### config.mk
export PLATFORM = sky130hd
export DESIGN_NAME = wburst_ctl
export DESIGN_NICKNAME = d
export VERILOG_FILES = /design/src/rtl/wb_pkg.sv /design/src/rtl/wb_ctrl.sv /design/src/rtl/wb_datapath.sv /design/src/rtl/wburst_ctl.sv
export SDC_FILE = /design/constraint.sdc
export NUM_CORES = 1
export LEC_CHECK = 0
export BUFFER_PORTS_ARGS = -buffer_cell sky130_fd_sc_hd__buf_4
export CAP_MARGIN = 20
export CORE_MARGIN = 2
export CORE_UTILIZATION = 42
export CTS_BUF_LIST = sky130_fd_sc_hd__clkbuf_16
export CTS_CLUSTER_DIAMETER = 80
export DETAILED_ROUTE_END_ITERATION = 10
export GPL_TIMING_DRIVEN = 1
export PLACE_DENSITY = 0.78
export SLEW_MARGIN = 5
export SYNTH_ARGS = -nofsm -noshare
export SYNTH_HDL_FRONTEND = slang
export SYNTH_SLANG_ARGS = --single-unit
### constraint.sdc
create_clock -name clk -period 2.2 [get_ports clk]
set_clock_uncertainty 0.2 [all_clocks]
set_input_delay 0.33 -clock clk [delete_from_list [all_inputs] [get_ports clk]]
set_output_delay 0.33 -clock clk [all_outputs]
set_load 0.02 [all_outputs]
### src/rtl/wb_pkg.sv
package wb_pkg;
  localparam int MAX_BURST = 8;
  localparam int CNT_W = $clog2(MAX_BURST / 2 + 1);

  typedef enum logic [1:0] {PH_IDLE, PH_CMD, PH_DATA, PH_POST} phase_t;

  // Describes what the next clock's outputs must be.
  typedef struct packed {
    logic issueCmd;
    logic driveData;
    logic driveTail;
  } wb_strobe_t;

  // Data clocks per burst: two beats per clock.
  function automatic logic [CNT_W-1:0] cyclesFor(input logic [1:0] code);
    case (code)
      2'd0:    return CNT_W'(1);
      2'd1:    return CNT_W'(2);
      default: return CNT_W'(MAX_BURST / 2);
    endcase
  endfunction
endpackage

### src/rtl/wb_ctrl.sv
module wb_ctrl
  import wb_pkg::*;
(
  input  logic       clk,
  input  logic       rstN,
  input  logic       reqValid,
  input  logic [1:0] reqBurst,
  output logic       reqReady,
  output logic       wdReady,
  output wb_strobe_t strobe
);
  phase_t phase, phaseNext;
  logic [CNT_W-1:0] left, leftNext;

  always_comb begin
    phaseNext = phase;
    leftNext  = left;
    strobe    = '0;
    case (phase)
      PH_IDLE: if (reqValid) begin
        phaseNext       = PH_CMD;
        leftNext        = cyclesFor(reqBurst);
        strobe.issueCmd = 1'b1;
      end
      PH_CMD: begin
        phaseNext        = PH_DATA;
        strobe.driveData = 1'b1;
      end
      PH_DATA: if (left == CNT_W'(1)) begin
        phaseNext        = PH_POST;
        strobe.driveTail = 1'b1;
      end else begin
        leftNext         = left - CNT_W'(1);
        strobe.driveData = 1'b1;
      end
      PH_POST: phaseNext = PH_IDLE;
      default: phaseNext = PH_IDLE;
    endcase
  end

  always_ff @(posedge clk or negedge rstN) begin
    if (!rstN) begin
      phase <= PH_IDLE;
      left  <= '0;
    end else begin
      phase <= phaseNext;
      left  <= leftNext;
    end
  end

  assign reqReady = (phase == PH_IDLE);
  assign wdReady  = strobe.driveData;
endmodule

### src/rtl/wb_datapath.sv
module wb_datapath
  import wb_pkg::*;
#(
  parameter int DATA_W = 16,
  parameter int BANK_W = 2,
  parameter int COL_W  = 9,
  parameter int ADDR_W = 13,
  parameter int AP_BIT = 10
) (
  input  logic                  clk,
  input  logic                  rstN,
  input  wb_strobe_t            strobe,
  input  logic [BANK_W-1:0]     reqBank,
  input  logic [COL_W-1:0]      reqCol,
  input  logic                  reqAutoPre,
  input  logic                  wdValid,
  input  logic [2*DATA_W-1:0]   wdData,
  input  logic [2*DATA_W/8-1:0] wdMask,
  output logic                  csN,
  output logic                  rasN,
  output logic                  casN,
  output logic                  weN,
  output logic [BANK_W-1:0]     bankOut,
  output logic [ADDR_W-1:0]     addrOut,
  output logic [2*DATA_W-1:0]   dqOut,
  output logic                  dqOe,
  output logic [2*DATA_W/8-1:0] dmOut,
  output logic [1:0]            dqsOut,
  output logic [1:0]            dqsOe
);
  localparam int LANES = DATA_W / 8;

  logic [ADDR_W-1:0] cmdAddr;

  always_comb begin
    cmdAddr         = ADDR_W'(reqCol);
    cmdAddr[AP_BIT] = reqAutoPre;
  end

  // Command pins and address
  always_ff @(posedge clk or negedge rstN) begin
    if (!rstN) begin
      {csN, rasN, casN, weN} <= 4'b1111;
      bankOut <= '0;
      addrOut <= '0;
    end else if (strobe.issueCmd) begin
      {csN, rasN, casN, weN} <= 4'b0100;
      bankOut <= reqBank;
      addrOut <= cmdAddr;
    end else begin
      {csN, rasN, casN, weN} <= 4'b1111;
      bankOut <= '0;
      addrOut <= '0;
    end
  end

  // Strobe shape per half-clock: preamble, data toggling, postamble
  always_ff @(posedge clk or negedge rstN) begin
    if (!rstN) begin
      dqsOe  <= 2'b00;
      dqsOut <= 2'b00;
      dqOe   <= 1'b0;
    end else begin
      dqOe <= strobe.driveData;
      if (strobe.issueCmd) begin
        dqsOe  <= 2'b10;
        dqsOut <= 2'b00;
      end else if (strobe.driveData) begin
        dqsOe  <= 2'b11;
        dqsOut <= 2'b01;
      end else if (strobe.driveTail) begin
        dqsOe  <= 2'b01;
        dqsOut <= 2'b00;
      end else begin
        dqsOe  <= 2'b00;
        dqsOut <= 2'b00;
      end
    end
  end

  // One register slice per beat and byte lane
  for (genvar b = 0; b < 2; b++) begin : g_beat
    for (genvar l = 0; l < LANES; l++) begin : g_lane
      localparam int IDX = b * LANES + l;
      logic takeByte;
      assign takeByte = strobe.driveData && wdValid;

      always_ff @(posedge clk or negedge rstN) begin
        if (!rstN) begin
          dqOut[IDX*8 +: 8] <= '0;
          dmOut[IDX]        <= 1'b1;
        end else if (takeByte) begin
          dqOut[IDX*8 +: 8] <= wdData[IDX*8 +: 8];
          dmOut[IDX]        <= wdMask[IDX];
        end else begin
          dqOut[IDX*8 +: 8] <= '0;
          dmOut[IDX]        <= 1'b1;
        end
      end
    end
  end
endmodule

### src/rtl/wburst_ctl.sv
module wburst_ctl
  import wb_pkg::*;
#(
  parameter int DATA_W = 16,
  parameter int BANK_W = 2,
  parameter int COL_W  = 9,
  parameter int ADDR_W = 13,
  parameter int AP_BIT = 10
) (
  input  logic                  clk,
  input  logic                  rstN,
  input  logic                  reqValid,
  output logic                  reqReady,
  input  logic [BANK_W-1:0]     reqBank,
  input  logic [COL_W-1:0]      reqCol,
  input  logic                  reqAutoPre,
  input  logic [1:0]            reqBurst,
  input  logic                  wdValid,
  output logic                  wdReady,
  input  logic [2*DATA_W-1:0]   wdData,
  input  logic [2*DATA_W/8-1:0] wdMask,
  output logic                  csN,
  output logic                  rasN,
  output logic                  casN,
  output logic                  weN,
  output logic [BANK_W-1:0]     bankOut,
  output logic [ADDR_W-1:0]     addrOut,
  output logic [2*DATA_W-1:0]   dqOut,
  output logic                  dqOe,
  output logic [2*DATA_W/8-1:0] dmOut,
  output logic [1:0]            dqsOut,
  output logic [1:0]            dqsOe
);
  wb_strobe_t strobe;

  wb_ctrl u_ctrl (
    .clk(clk), .rstN(rstN), .reqValid(reqValid), .reqBurst(reqBurst),
    .reqReady(reqReady), .wdReady(wdReady), .strobe(strobe)
  );

  wb_datapath #(
    .DATA_W(DATA_W), .BANK_W(BANK_W), .COL_W(COL_W),
    .ADDR_W(ADDR_W), .AP_BIT(AP_BIT)
  ) u_dp (
    .clk(clk), .rstN(rstN), .strobe(strobe),
    .reqBank(reqBank), .reqCol(reqCol), .reqAutoPre(reqAutoPre),
    .wdValid(wdValid), .wdData(wdData), .wdMask(wdMask),
    .csN(csN), .rasN(rasN), .casN(casN), .weN(weN),
    .bankOut(bankOut), .addrOut(addrOut),
    .dqOut(dqOut), .dqOe(dqOe), .dmOut(dmOut),
    .dqsOut(dqsOut), .dqsOe(dqsOe)
  );
endmodule

==> results.tsv, run 1 <==
stage	metric	value	unit
outcome	status	completed	
worst_setup_path	worstPathArrival	1.52	ns
logic_synthesis	yosysSeqAreaShare	62.5	%
global_route	grt_max_degree	59	
worst_setup_path	critical_path_class	flop to output port	
layout	final_cell_mix	buf_4 (116), dfrtp_1 (53), nand2_1 (35)	
timing	tightest_slew	0.706	ns
floorplan	dieArea	6160	um^2
logic_synthesis	synthDistinctLibCells	36	
worst_setup_path	crit_buf_inv	3	
floorplan	fp.dieH	78.5	um
clocking	cts_tree	done	
detailed_routing	ant_nets	0	
worst_setup_path	cp_slowest_stage_delay	0.36	ns
power	power.internal	3.12	mW
placement	port-buffer-count	110	
timing	hold_viol_final	0	
power	power.switching	1.76	mW
worst_setup_path	rr_worst_depth	5	
flow_run	max_cap_viol_count	0	
logic_synthesis	synth_warnings	0	
min_path	hold_class	input pin to flop	
layout	area_growth	49.4	%
power	seqPwrFrac	29.4	%
logic_synthesis	ys_seq_elements	58	
placement	dpl.hpwl	3.72	mm
detailed_routing	drc	0	
layout	final_common_cell	buf_4	
timing	finalSetupTns	0	ns
layout	drive_gt1_share	46.3	%
worst_setup_path	r2r_end	u_ctrl.phase[0]	
detailed_routing	vias_per_cell	4.70	
timing	rsz0062_at_grt	no	
layout	fillCellCount	452	
floorplan	die_w	78.5	um
logic_synthesis	synth_cells	200	
detailed_routing	vias	1819	
power	p_leak	1.84	nW
power	clkPwrFrac	29.2	%
worst_setup_path	cp.depth	5	
clocking	cts.clk_slew.worst_paths	0.05	ns
placement	gp_congestion	0.771	
floorplan	core	5440	um^2
clocking	htreeDepth	3	
timing	post-route-min-period	2.05	ns
floorplan	rows	27	
floorplan	start_util	42.9	%
clocking	post_cts_buffers	0	
detailed_routing	drt_iter0_drc	67	
logic_synthesis	synth_top_area_cell	dfrtp_1	
global_route	grt.overflow.total	0	
worst_setup_path	r2r_slack	0.49	ns
power	p_comb_share	41.4	%
global_route	track_usage	18.9	%
worst_setup_path	r2r_start	u_ctrl.phase[1]	
global_route	grt_pass1_wl	8.87	mm
global_route	antenna_found_initial	0	
power	switching_share	36.1	%
placement	postPlaceCellArea	3160	um^2
logic_synthesis	synth_top_cells_by_area	dfrtp_1 (57%), nor3_1 (6.7%), dfstp_2 (5.6%)	
clocking	cts_root_buf	clkbuf_16	
worst_setup_path	crit_path_max_fanout	15	
timing	maxSlewViolCount	0	
detailed_routing	first_pass_iters	4	
layout	n_antenna_cell	0	
min_path	hold_end	u_dp.dmOut[1]	
layout	postLayoutCellArea	3480	um^2
power	ir_drop	0.748	mV
logic_synthesis	synth_top_cell_area_share	56.9	%
worst_setup_path	cp_slowest_cell	dfrtp_1	
clocking	numCtsBuffers	9	
worst_setup_path	required	1.67	ns
timing	setup_violations	0	
worst_setup_path	critPathTopFamily	flip-flops	
worst_setup_path	end_kind	output port	
timing	clock.fmax	0.487	GHz
logic_synthesis	synth_area_per_cell	11.7	um^2
logic_synthesis	syn_area	2330	um^2
clocking	clk_latency	0.31	ns
detailed_routing	wl	5.18	mm
min_path	worstHoldStart	wdMask[1]	
min_path	hold_depth	2	
clocking	clockBufferDepth	2	
power	cellPowerDensity	1400	nW/um^2
global_route	first_global_vias	1942	
worst_setup_path	critPathLaunchType	flop	
timing	slew_headroom	52.9	%
worst_setup_path	crit_chain	inv_1 -> ha_1 -> inv_4 -> nor2_2 -> buf_4	
clocking	cts.sinks	58	
layout	layout.nets	370	
detailed_routing	wl_per_cell	13.4	um
timing	min_period_over_period	93.4	%
floorplan	boundaryPins	116	
synthesized netlist by cell type, drive strengths merged:
master	count
o211ai	1
o311ai	1
o21ai	4
buf	14
nand2b	1
nor2	2
nand4b	4
and3	13
nand2	35
nor3b	1
clkbuf	7
nor2b	2
and3b	2
a22oi	1
dfrtp	53
mux2i	3
nand4bb	1
dfstp	5
conb	2
ha	6
a21oi	2
inv	5
o32a	1
nand4	1
a21o	1
nor3	32
flip-flops by register name (all words and copies together), names as in the netlist:
name	flops
u_ctrl.left	3
u_ctrl.phase	2
u_dp.addrOut	10
u_dp.bankOut	2
u_dp.casN	1
u_dp.dmOut	4
u_dp.dqOe	1
u_dp.dqOut	32
u_dp.dqsOe	2
u_dp.dqsOut	1
through the flow:
step | utilization [%] | cells | setup slack, ns | hold WS [ns] | power, mW
floorplan | - | 203 | 0.267 | -0.166 | 2.80
global placement | 58.1 | 370 | 0.449 | 0.219 | 3.42
detailed placement | 58.1 | 370 | 0.398 | 0.231 | 3.48
CTS | 64.0 | 387 | 0.0546 | 0.00351 | 4.93
global route | 64.0 | 387 | 0.0170 | 0.00430 | 5.21
finish | 64.0 | 387 | 0.146 | 0.0118 | 4.88
kinds of logic after synthesis:
kind of cell / after synthesis / synth area share (%)
other: 2 / 0.322
multiplexers: 3 / 1.82
AO/OA/AOI/OAI: 11 / 3.60
adder cells (fa/ha/maj): 6 / 3.22
flip-flops: 58 / 62.5
buffers and inverters: 26 / 7.03
AND/OR/NAND/NOR: 94 / 21.5
timing repair:
item,CTS,global route
hold buffers,1,0
endpoints found under the hold margin,53,0
setup endpoints to repair,0,1
resized for setup,0,2
layer usage:
metal  GRT usage (%)  vias to the layer above  part of all wire (%)
li1                -                      881                     -
met1            21.4                      847                    38
met2            31.6                       82                    51
met3            7.82                        9                   9.1
met4            7.54                        0                   1.8
met5               0                        -                     0
worst max path at each step:
| stage | start | to | slack, ns |
|---|---|---|---|
| floorplan | u_ctrl.phase[0] | wdReady | 0.27 |
| global placement | u_ctrl.phase[0] | wdReady | 0.45 |
| detailed placement | u_ctrl.phase[0] | wdReady | 0.40 |
| CTS | u_ctrl.phase[0] | wdReady | 0.05 |
| global route | u_ctrl.phase[0] | wdReady | 0.02 |
| finish | u_ctrl.phase[0] | wdReady | 0.15 |
power groups by stage:
stage               Clock (mW)  Sequential [mW]  Combinational, mW
floorplan                    0             1.72               1.08
global placement             0             1.45               1.97
detailed placement           0             1.45               2.02
CTS                       1.46             1.44               2.03
global route              1.53             1.46               2.21
finish                    1.42             1.44               2.02
final cells by class:
class	count	area, um^2	area share [%]
Tap cell	72	90.1	2.59
Sequential cell	58	1460	41.8
Timing Repair Buffer	117	881	25.3
Multi-Input combinational cell	119	723	20.8
Clock buffer	9	225	6.47
Inverter	5	21.3	0.611
Clock inverter	7	85.1	2.44
(Power assumes the default switching activity.)
==> run 2: changes to the inputs <==
--- a/config.mk
+++ b/config.mk
@@ -5,7 +5,7 @@
 export SDC_FILE = /design/constraint.sdc
 export NUM_CORES = 1
 export LEC_CHECK = 0
-export BUFFER_PORTS_ARGS = -buffer_cell sky130_fd_sc_hd__buf_4
+export BUFFER_PORTS_ARGS = -buffer_cell sky130_fd_sc_hd__buf_2
 export CAP_MARGIN = 20
 export CORE_MARGIN = 2
 export CORE_UTILIZATION = 42
==> results.tsv, run 2 (same netlist as run 1, synthesis figures left out) <==
stage	metric	value	unit
timing	clock.fmax	0.487	GHz
clocking	cts.sinks	58	
floorplan	rows	27	
layout	stdcell_count	390	
clocking	cts_tree	done	
floorplan	core	5440	um^2
timing	hold_viol_final	0	
power	ir_drop	0.868	mV
layout	n_antenna_cell	0	
timing	slew_headroom	59.0	%
detailed_routing	vias_per_cell	4.69	
layout	postLayoutCellArea	3220	um^2
global_route	met3_usage	6.09	%
layout	layout.nets	373	
worst_setup_path	critPathLaunchType	flop	
timing	fin_ws	0.146	ns
worst_setup_path	critPathTopFamily	flip-flops	
clocking	clockBufferDepth	2	
worst_setup_path	cp_slowest_cell	dfrtp_1	
worst_setup_path	r2r_slack	0.42	ns
power	power.internal	2.85	mW
floorplan	die_w	78.5	um
power	cellPowerDensity	1430	nW/um^2
layout	drive_gt1_share	46.2	%
worst_setup_path	crit_buf_inv	1	
placement	dpl.hpwl	3.72	mm
floorplan	start_util	42.9	%
worst_setup_path	cp_slowest_stage_delay	0.42	ns
power	seqPwrFrac	31.1	%
global_route	grt_max_degree	37	
clocking	numCtsBuffers	9	
clocking	post_cts_buffers	0	
power	p_leak	1.79	nW
floorplan	fp.dieH	78.5	um
timing	setup_violations	0	
clocking	cts_root_buf	clkbuf_16	
timing	hold_slack	0.0149	ns
clocking	htreeDepth	3	
floorplan	dieArea	6160	um^2
layout	final_common_cell	buf_2	
worst_setup_path	critical_path_class	flop to output port	
worst_setup_path	cp.depth	5	
global_route	use_met1	21.6	%
layout	area_growth	38.2	%
timing	maxSlewViolCount	0	
detailed_routing	drt_iter0_drc	98	
detailed_routing	first_pass_iters	4	
placement	port-buffer-count	110	
clocking	clk_latency	0.32	ns
power	p_comb_share	40.5	%
global_route	grt_pass1_wl	8.69	mm
timing	post-route-min-period	2.05	ns
min_path	hold_class	input pin to flop	
global_route	first_global_vias	1893	
global_route	grt_busiest_layer	met2	
layout	largest_register_ffs	32	
detailed_routing	vias	1828	
layout	largest-register	u_dp.dqOut	
detailed_routing	wl	5.13	mm
timing	min_period_over_period	93.4	%
worst_setup_path	required	1.67	ns
flow_run	max_cap_viol_count	0	
global_route	grt.overflow.total	0	
worst_setup_path	crit_chain	ha_1 -> nand2b_4 -> a21oi_4 -> nor2_1 -> buf_2	
worst_setup_path	rr_worst_depth	5	
power	clkPwrFrac	28.4	%
layout	final_cell_mix	buf_2 (110), dfrtp_1 (53), nand2_1 (35)	
worst_setup_path	end_kind	output port	
outcome	status	completed	
worst_setup_path	worstPathArrival	1.52	ns
placement	postPlaceCellArea	2900	um^2
placement	dp.cells	371	
layout	reg_top3	u_dp.dqOut: 32 flops, u_dp.addrOut: 10 flops, u_dp.dmOut: 4 flops	
placement	gp_congestion	0.701	
clocking	cts.clk_slew.worst_paths	0.05	ns
power	switching_share	38.1	%
worst_setup_path	crit_path_max_fanout	6	
detailed_routing	ant_nets	0	
global_route	grtUsageMet2	30.4	%
min_path	hold_depth	2	
detailed_routing	drc	0	
global_route	track_usage	18.5	%
timing	finalSetupTns	0	ns
timing	tightest_slew	0.614	ns
floorplan	boundaryPins	116	
global_route	antenna_found_initial	0	
timing	rsz0062_at_grt	no	
detailed_routing	wl_per_cell	13.1	um
power	power.switching	1.75	mW
placement	dp_slack	0.223	ns
-- run 2: cell count changes in the layout (fill, tap and decap cells not counted), sizes merged --
cell	change
dlygate4sd3	+2
bufinv	-1
clkinvlp	-1
clkinv	+2
buf	+1
-- run 2: metrics by stage --
stage,util [%],power (mW)
2_1_floorplan,-,2.80
4_1_cts,59.2,4.66
5_1_grt,59.2,4.91
3_5_place_dp,53.4,3.33
6_report,59.2,4.61
3_3_place_gp,53.4,3.27
-- run 2: worst paths after layout --
check / from / endpoint
worst min register to register: u_ctrl.left[1] / u_ctrl.left[1]
max in group asynchronous: rstN / u_dp.casN
worst max register to register: u_ctrl.phase[0] / u_ctrl.phase[0]
worst max-delay path: u_ctrl.left[0] / wdReady
worst min-delay path: wdMask[2] / u_dp.dmOut[2]
min in group asynchronous: rstN / u_ctrl.left[2]
-- run 2: layout make-up --
type / instances / area (um^2)
multi-input combinational: 119 / 723
sequential: 58 / 1460
timing repair buffer: 120 / 646
clock buffer: 9 / 225
clock inverter: 7 / 61.3
inverter: 5 / 18.8
fill: 478 / 2220
tap: 72 / 90.1
-- run 2: what timing repair did --
action                     CTS  global route
setup endpoints to repair    1             0
resized for setup            1             0
hold buffers                 3             0
hold endpoints to repair    22             0
-- run 2: power groups by stage --
stage / Clock [mW] / Sequential [mW] / Combinational [mW]
floorplan: 0 / 1.72 / 1.08
global placement: 0 / 1.44 / 1.83
detailed placement: 0 / 1.45 / 1.88
CTS: 1.34 / 1.44 / 1.89
global route: 1.40 / 1.46 / 2.05
finish: 1.31 / 1.43 / 1.87
-- run 2: worst register-to-register path, cell delays in order (launching register included) --
cell     delay (ns)
dfrtp_1        0.40
inv_1          0.12
ha_2           0.39
nor2b_4        0.25
a21oi_1        0.08
o32a_2         0.21
-- run 2: routing by layer --
metal,vias up,part of all wire [%]
li1,892,-
met2,83,48
met1,843,41
met4,0,2.0
met5,-,0
met3,10,8.6
==> run 3: changes to the inputs <==
--- a/config.mk
+++ b/config.mk
@@ -5,6 +5,7 @@
 export SDC_FILE = /design/constraint.sdc
 export NUM_CORES = 1
 export LEC_CHECK = 0
+export ABC_AREA = 1
 export BUFFER_PORTS_ARGS = -buffer_cell sky130_fd_sc_hd__buf_2
 export CAP_MARGIN = 20
 export CORE_MARGIN = 2
@@ -13,7 +14,7 @@
 export CTS_CLUSTER_DIAMETER = 80
 export DETAILED_ROUTE_END_ITERATION = 10
 export GPL_TIMING_DRIVEN = 1
-export PLACE_DENSITY = 0.78
+export PLACE_DENSITY = 0.79
 export SLEW_MARGIN = 5
 export SYNTH_ARGS = -nofsm -noshare
 export SYNTH_HDL_FRONTEND = slang
==> results.tsv, run 3 <==
stage	metric	value	unit
global_route	grt_pass1_wl	6.93	mm
logic_synthesis	synthFlopType	dfrtp_1	
layout	layout.nets	401	
timing	clock.fmax	0.484	GHz
detailed_routing	wl_per_cell	10.3	um
layout	largest_register_ffs	32	
global_route	grt.overflow.total	0	
clocking	cts.clk_slew.worst_paths	0.05	ns
placement	gp_congestion	0.799	
timing	rsz0062_at_grt	no	
timing	finalSetupTns	0	ns
logic_synthesis	synth_top_area_cell	dfrtp_1	
worst_setup_path	critical_path_class	flop to output port	
layout	multi_input_area	467	um^2
clocking	cts_tree	done	
detailed_routing	vias	1645	
floorplan	fp.dieH	76.7	um
detailed_routing	drc	0	
logic_synthesis	syn_area	2220	um^2
min_path	hold_depth	3	
power	cellPowerDensity	1290	nW/um^2
worst_setup_path	r2r_end	u_dp.dmOut[3]	
logic_synthesis	synth_top_cell_area_share	59.7	%
power	p_leak	2.00	nW
logic_synthesis	ys_seq_elements	58	
layout	area_growth	39.7	%
floorplan	dieArea	5890	um^2
min_path	hold_end	u_dp.dmOut[2]	
logic_synthesis	synth_area_per_cell	9.91	um^2
logic_synthesis	synth_top_cells_by_area	dfrtp_1 (60%), inv_1 (10%), nor2_1 (7.8%)	
min_path	worstHoldStart	wdMask[2]	
logic_synthesis	synth_cells	224	
layout	largest-register	u_dp.dqOut	
worst_setup_path	required	1.67	ns
power	ir_drop	0.631	mV
floorplan	boundaryPins	116	
clocking	cts.sinks	58	
global_route	grt_max_degree	34	
logic_synthesis	synth_warnings	0	
worst_setup_path	end_kind	output port	
layout	reg_top3	u_dp.dqOut: 32 flops, u_dp.addrOut: 10 flops, u_dp.dmOut: 4 flops	
layout	stdcell_count	415	
floorplan	core	5110	um^2
clocking	htreeDepth	3	
detailed_routing	ant_nets	0	
worst_setup_path	rr_worst_depth	5	
layout	fillCellCount	451	
floorplan	die_w	76.7	um
placement	port-buffer-count	110	
logic_synthesis	yosysSeqAreaShare	65.6	%
layout	final_common_cell	buf_2	
timing	post-route-min-period	2.07	ns
clocking	cts_root_buf	clkbuf_16	
detailed_routing	wl	4.27	mm
global_route	track_usage	15.0	%
outcome	status	completed	
logic_synthesis	synthDistinctLibCells	18	
detailed_routing	first_pass_iters	4	
detailed_routing	vias_per_cell	3.96	
min_path	hold_class	input pin to flop	
logic_synthesis	yosysMostFrequentCell	inv_1	
placement	dpl.hpwl	3.24	mm
timing	min_period_over_period	94.0	%
floorplan	rows	26	
flow_run	max_cap_viol_count	0	
logic_synthesis	synthArstFlopShare	100	%
layout	n_antenna_cell	0	
floorplan	start_util	43.5	%
worst_setup_path	crit_path_max_fanout	4	
layout	final_cell_mix	buf_2 (110), inv_1 (62), dfrtp_1 (53)	
worst_setup_path	r2r_slack	0.43	ns
worst_setup_path	critPathLaunchType	flop	
timing	hold_viol_final	0	
timing	maxSlewViolCount	0	
timing	setup_violations	0	
logic_synthesis	synth_commonest_cells	inv_1 (61), dfrtp_1 (53), nor2_1 (46)	
clocking	clockBufferDepth	2	
global_route	first_global_vias	1592	
global_route	antenna_found_initial	0	
worst_setup_path	r2r_start	u_ctrl.phase[1]	
detailed_routing	drt_iter0_drc	45	
layout	drive_gt1_share	38.8	%
logic_synthesis	synth-edff-count	0	
clocking	clk_latency	0.30	ns
layout	final-seq-area	1460	um^2
clocking	numCtsBuffers	9	
placement	dp.cells	398	
worst_setup_path	worstPathArrival	1.54	ns
-- run 3: area by class of cell --
type | instances | share of cell area, %
inverters | 61 | 7.38
repair buffers | 114 | 18.9
multi-input cells | 97 | 15.0
clock buffers | 9 | 7.26
flip-flops and latches | 58 | 47.0
clock inverters | 6 | 1.65
well taps | 70 | 2.82
-- run 3: worst max path at each step --
stage                    startpoint            end  slack, ns  cells past startpoint
finish              u_ctrl.phase[1]        wdReady       0.13                      5
CTS                 u_ctrl.phase[0]        wdReady       0.02                      7
global route        u_ctrl.phase[0]        wdReady       0.02                      7
floorplan           u_ctrl.phase[0]        wdReady       0.54                      6
detailed placement  u_ctrl.phase[0]  u_dp.dmOut[3]       0.30                      7
global placement    u_ctrl.phase[0]  u_dp.dmOut[3]       0.40                      7
-- run 3: per-stage QoR --
stage / util, % / area [um^2] / hold slack (ns) / power, mW / worst slack, ns
floorplan: - / 2230 / -0.166 / 2.39 / 0.542
global placement: 54.7 / 2790 / 0.0826 / 2.73 / 0.403
detailed placement: 54.7 / 2790 / 0.0818 / 2.77 / 0.300
CTS: 60.5 / 3090 / 0.00345 / 4.05 / 0.0166
global route: 60.8 / 3100 / 0.0161 / 4.29 / 0.0202
finish: 60.8 / 3100 / 0.0107 / 4.01 / 0.133
-- run 3: repair_timing --
item / CTS / global route
buffers inserted: 0 / 0
endpoints found under the hold margin: 20 / 0
endpoints found under the setup margin: 0 / 1
gates resized for setup: 0 / 2
hold buffers: 2 / 0
-- run 3: logic make-up after synthesis --
logic type               after synthesis  share of synthesized area, %
AND/OR/NAND/NOR                       81                          15.1
flip-flops                            58                          65.6
buffers and inverters                 72                          14.4
AO/OA/AOI/OAI                          5                          1.13
other                                  2                         0.338
adder cells (fa/ha/maj)                6                          3.38
-- run 3: metal layers --
| metal | global-route usage (%) | share of wire, % | up-vias |
|---|---|---|---|
| li1 | - | - | 843 |
| met3 | 3.76 | 6.4 | 4 |
| met5 | 0 | 0 | - |
| met2 | 27.2 | 52 | 61 |
| met4 | 5.64 | 0.77 | 0 |
| met1 | 17.0 | 41 | 737 |
-- run 3: where the power goes --
part	leakage [nW]	total, mW	internal, mW	switching (mW)
combinational	1.09	1.34	0.422	0.915
sequential	0.769	1.42	1.34	0.0783
clock	0.141	1.25	0.849	0.405
-- run 3: worst max-delay path, cell delays in order (launching register included) --
cell and delay, ns:
dfrtp_1 0.38, inv_1 0.11, ha_1 0.39, nand2_1 0.12
inv_1 0.07, buf_2 0.16
